`src/rtl/link_cfg_search.sv`:
```
module link_cfg_search #(
  parameter int PIX_W   = 20,
  parameter int DEPTH_W = 4,
  parameter int RATE_W  = 20,
  parameter int LANE_W  = 3
) (
  input  logic                clk,
  input  logic                rst_n,
  input  logic                start,
  input  logic [PIX_W-1:0]    pix_khz,
  input  logic [DEPTH_W-1:0]  depth,
  input  logic [RATE_W-1:0]   sink_max_rate,
  input  logic [LANE_W-1:0]   sink_max_lanes,
  input  logic                bridge_mode,
  input  logic                sink_v12,
  output logic                busy,
  output logic                done,
  output logic                fail,
  output logic [LANE_W:0]     lanes,
  output logic [RATE_W-1:0]   rate_khz,
  output logic                mode_ok
);
  localparam int BPP_W = DEPTH_W + 2;
  localparam int LHS_W = RATE_W + LANE_W + 4;
  localparam int RHS_W = PIX_W + BPP_W;
  localparam int CMP_W = (LHS_W > RHS_W) ? LHS_W : RHS_W;
  localparam logic [RATE_W-1:0] RATE_LO  = RATE_W'(162000);
  localparam logic [RATE_W-1:0] RATE_MID = RATE_W'(270000);
  localparam logic [RATE_W-1:0] RATE_HI  = RATE_W'(540000);

  logic [1:0]         ri;
  logic [LANE_W:0]    ln;
  logic [PIX_W-1:0]   pix_q;
  logic [BPP_W-1:0]   bpp_q;
  logic [RATE_W-1:0]  maxr_q;
  logic [LANE_W-1:0]  maxl_q;
  logic               brg_q, v12_q;

  logic [RATE_W-1:0]  cur_rate;
  logic               rate_ok, lane_ok, fits;
  logic [CMP_W-1:0]   lhs, rhs;
  logic [BPP_W-1:0]   bpp_in;

  assign bpp_in = (depth == '0) ? BPP_W'(24) : BPP_W'(depth) * BPP_W'(3);

  always_comb begin
    case (ri)
      2'd0:    cur_rate = RATE_LO;
      2'd1:    cur_rate = RATE_MID;
      2'd2:    cur_rate = RATE_HI;
      default: cur_rate = '0;
    endcase
  end

  assign rate_ok = brg_q ? 1'b1 : ((ri != 2'd3) && (cur_rate <= maxr_q));
  assign lane_ok = (ln <= {1'b0, maxl_q});
  assign lhs     = (CMP_W'(ln) * CMP_W'(cur_rate)) << 3;
  assign rhs     = CMP_W'(pix_q) * CMP_W'(bpp_q);
  assign fits    = (lhs >= rhs);

  always_ff @(posedge clk or negedge rst_n) begin
    if (!rst_n) begin
      busy     <= 1'b0;
      done     <= 1'b0;
      fail     <= 1'b0;
      lanes    <= '0;
      rate_khz <= '0;
      mode_ok  <= 1'b0;
      ri       <= '0;
      ln       <= '0;
      pix_q    <= '0;
      bpp_q    <= '0;
      maxr_q   <= '0;
      maxl_q   <= '0;
      brg_q    <= 1'b0;
      v12_q    <= 1'b0;
    end else begin
      done <= 1'b0;
      if (!busy) begin
        if (start) begin
          busy   <= 1'b1;
          pix_q  <= pix_khz;
          bpp_q  <= bpp_in;
          maxr_q <= sink_max_rate;
          maxl_q <= sink_max_lanes;
          brg_q  <= bridge_mode;
          v12_q  <= sink_v12;
          ri     <= bridge_mode ? 2'd1 : 2'd0;
          ln     <= (LANE_W+1)'(1);
        end
      end else if (!rate_ok || (!lane_ok && brg_q)) begin
        busy     <= 1'b0;
        done     <= 1'b1;
        fail     <= 1'b1;
        lanes    <= '0;
        rate_khz <= '0;
        mode_ok  <= 1'b0;
      end else if (!lane_ok) begin
        ri <= ri + 2'd1;
        ln <= (LANE_W+1)'(1);
      end else if (fits) begin
        busy     <= 1'b0;
        done     <= 1'b1;
        fail     <= 1'b0;
        lanes    <= ln;
        rate_khz <= cur_rate;
        mode_ok  <= !((cur_rate == RATE_HI) && !v12_q);
      end else begin
        ln <= ln << 1;
      end
    end
  end
endmodule


```
`config.mk`:
```
export PLATFORM = sky130hd
export DESIGN_NAME = link_cfg_search
export DESIGN_NICKNAME = d
export VERILOG_FILES = /design/src/rtl/link_cfg_search.sv
export SDC_FILE = /design/constraint.sdc
export NUM_CORES = 1
export LEC_CHECK = 0
export ABC_AREA = 0
export BUFFER_PORTS_ARGS = -buffer_cell sky130_fd_sc_hd__clkbuf_2
export CORE_UTILIZATION = 62
export CTS_BUF_LIST = sky130_fd_sc_hd__clkbuf_4 sky130_fd_sc_hd__clkbuf_8 sky130_fd_sc_hd__clkbuf_16
export CTS_CLUSTER_DIAMETER = 80
export DETAILED_ROUTE_END_ITERATION = 6
export PLACE_DENSITY = 0.86
export SLEW_MARGIN = 20
export SYNTH_ARGS = -nofsm -noshare
export SYNTH_HDL_FRONTEND = slang
export SYNTH_SLANG_ARGS = --single-unit
```
`constraint.sdc`:
```
create_clock -name clk -period 7.9 [get_ports clk]
set_input_delay 0.79 -clock clk [delete_from_list [all_inputs] [get_ports clk]]
set_output_delay 0.79 -clock clk [all_outputs]
set_load 0.02 [all_outputs]
```
==> flow_metrics.tcl <==
set metrics [dict create \
    cts_resized 0 \
    die_h_um 123 \
    syn_area_um2 9110 \
    cap_violations 0 \
    worst_setup_path_start_kind "flop" \
    dp_hpwl_um 15700 \
    drt_wl_total_um 19700 \
    grt_overflow 0 \
    vias 7294 \
    drc 0 \
    initial_core_util_pct 64.6 \
    coreArea_um2 14100 \
    post_cts_buffers 0 \
    crit_buf_inv 2 \
    clock-sinks 72 \
    synth.avg_cell_area_um2 8.74 \
    layout_min_cycle_time_ns 6.85 \
    clock_skew_ns 0.00891 \
    cp_slowest_stage_delay_ns 0.76 \
    ios 80 \
    min_path_type "reg -> reg" \
    rsz0062_at_grt "false" \
    crit_required_ns 8.15 \
    critical_path.top_delay_family "compound AO/OA/AOI/OAI gates" \
    crit_path_max_fanout 21 \
    cts_tree "yes" \
    grt_pass1_wl_um 33800 \
    h-tree-depth 3 \
    rows 43 \
    ant_nets 0 \
    critical_path_class "reg -> reg" \
    cts-root-buf "clkbuf_16" \
    multi_input_area_um2 6630 \
    cp.depth 23 \
    viasPerCell 5.70 \
    hold_violations 0 \
    cts_buffers 9 \
    drt_iter0_drc 446 \
    clockBufferDepth 2 \
    clock.fmax_ghz 0.146 \
    ys_types 58 \
    port_buffers 73 \
    synth_edf_count 0 \
    grt_pass1_vias 7265 \
    yosysWarnings 0 \
    antenna_found_initial 0 \
    hold_buffers 0 \
    grt_usage_pct 28.4 \
    synth_seq_area_share_pct 19.8 \
    grt_max_degree 73 \
    worst_pin_slew_ns 0.872 \
    fp.dieW_um 123 \
    num-fill-cells 1084 \
    netlist_instances 1043 \
    areaGrowthSynthToFinish_pct 7.98 \
    drtPass1Iterations 5 \
    synth-seq-cells 72 \
    tns_ns 0 \
    place_congestion 0.882 \
    crit_chain "nand2_1 > fa_1 > fa_1 > fa_1 > inv_1 > ha_1 > nor2b_1 > o2111a_1 > a211oi_1 > o31ai_1 > a41o_1 > a211oi_1 > o21bai_1 > xnor2_1 > ha_1 > nand3_1 > nor4_1 > nand2b_1 > a2111oi_2 > a211oi_1 > inv_2 > o21ai_2 > mux2i_1" \
    slew_violations 0 \
    clk_latency_ns 0.34 \
    status "complete, no violations" \
    min_path_cells 2 \
    r2r_cells 23 \
    layout.nets 1353 \
    drive_above_1_share_pct 9.09 \
    arrival_ns 7.10 \
    async_reset_ff_share_pct 100 \
    cp_slowest_cell "dfrtp_1" \
    clk_pin_slew_ns 0.05 \
    finalSetupViolCount 0 \
    fin_crit_sh_pct 86.7 \
    cp-end-kind "flop" \
    ys.flop_type "dfrtp_1" \
    die_area_um2 15200 \
    wire_per_inst_um 15.4 \
    slew_headroom_pct 41.9 \
    num_antenna_cells 0 \
    seq_area_um2 1800 \
]
tightest hold or removal path, stage by stage, from the launching register on:
cell and delay [ns]:
dfrtp_1 0.33, nand2_1 0.05, nand2_1 0.06
stage by stage:
step                      utilization, %  cells  setup slack (ns)  hold slack [ns]  area, µm²
after detailed placement            67.7   1265              1.20            0.468       9550
after CTS                           69.8   1280              1.11            0.482       9840
final                               69.8   1280              1.05            0.479       9840
after global placement              67.7   1265              1.41            0.452       9550
after global routing                69.8   1280             0.658            0.516       9840
after floorplan                        -   1048              2.14            0.437       9130
cell usage in the layout (no fill, tap or decap), drive strengths merged, types with 3 or more instances in the layout:
cell type and count:
dfrtp 72, o21a 8, nor4 4, or3 3, conb 6, nand3 14, buf 3, a211oi 7
nor2b 4, a31oi 4, and3 5, xnor2 28, a2111oi 4, o211ai 4, nor3 8, inv 136
fa 94, o21ai 53, and2 114, nor2 28, clkbuf 82, nand2 184, nand4 5, xor2 10
ha 111, a21oi 33, nand2b 7, o221ai 4, a21o 22, mux2i 11, o21bai 3
logic make-up after synthesis:
family                   after synthesis  synth area share, %
AND/OR/NAND/NOR                      382                 20.3
adder cells (fa/ha/maj)              205                 35.9
buffers and inverters                174                 7.79
AO/OA/AOI/OAI                        160                 11.4
flip-flops                            72                 19.8
XOR/XNOR                              38                 3.65
multiplexers                          11                 1.21
other                                  1               0.0412
final timing paths:
check	start	end	slack, ns
worst min-delay path	maxr_q[1]$_DFFE_PN0P_	maxr_q[1]$_DFFE_PN0P_	0.48
min in group asynchronous	rst_n	maxr_q[11]$_DFFE_PN0P_	0.66
worst max-delay path	bpp_q[4]$_DFFE_PN0P_	rate_khz[17]$_DFFE_PN0P_	1.05
worst min register to register	maxr_q[1]$_DFFE_PN0P_	maxr_q[1]$_DFFE_PN0P_	0.48
max in group asynchronous	rst_n	pix_q[8]$_DFFE_PN0P_	6.67
worst max register to register	bpp_q[4]$_DFFE_PN0P_	rate_khz[17]$_DFFE_PN0P_	1.05
cells in the mapped netlist (all sizes together) (10+ instances only):
library cell	count	area, µm²
a21o	22	165
a21oi	33	165
and2	114	713
buf	14	109
clkbuf	24	90.1
dfrtp	72	1800
fa	94	1880
ha	111	1390
inv	136	510
mux2i	11	110
nand2	184	691
nand3	14	70.1
nor2	28	105
o21ai	53	269
xnor2	28	245
xor2	10	87.6
flip-flops by register name, indices dropped and copies added (netlist names):
| register | flops |
|---|---|
| pix_q | 20 |
| fail | 1 |
| lanes | 4 |
| mode_ok | 1 |
| busy | 1 |
| ri | 2 |
| bpp_q | 6 |
| maxl_q | 3 |
| v12_q | 1 |
| done | 1 |
| ln | 4 |
| maxr_q | 20 |
| brg_q | 1 |
| rate_khz | 7 |
layer usage:
layer	track usage, %	wire, µm
met4	6.55	231
met3	3.04	967
met1	38.8	8720
met5	0	0
met2	48.6	9810
final cells by class:
type / instances / share of cell area (%)
multi-input cells: 802 / 67.4
clock buffers: 10 / 2.37
inverters: 136 / 5.19
clock inverters: 5 / 0.598
repair buffers: 75 / 3.87
well taps: 180 / 2.29
flip-flops and latches: 72 / 18.3
Power is not shown: default switching activity piles up to over one toggle a cycle in this logic, so the estimate is an artifact.
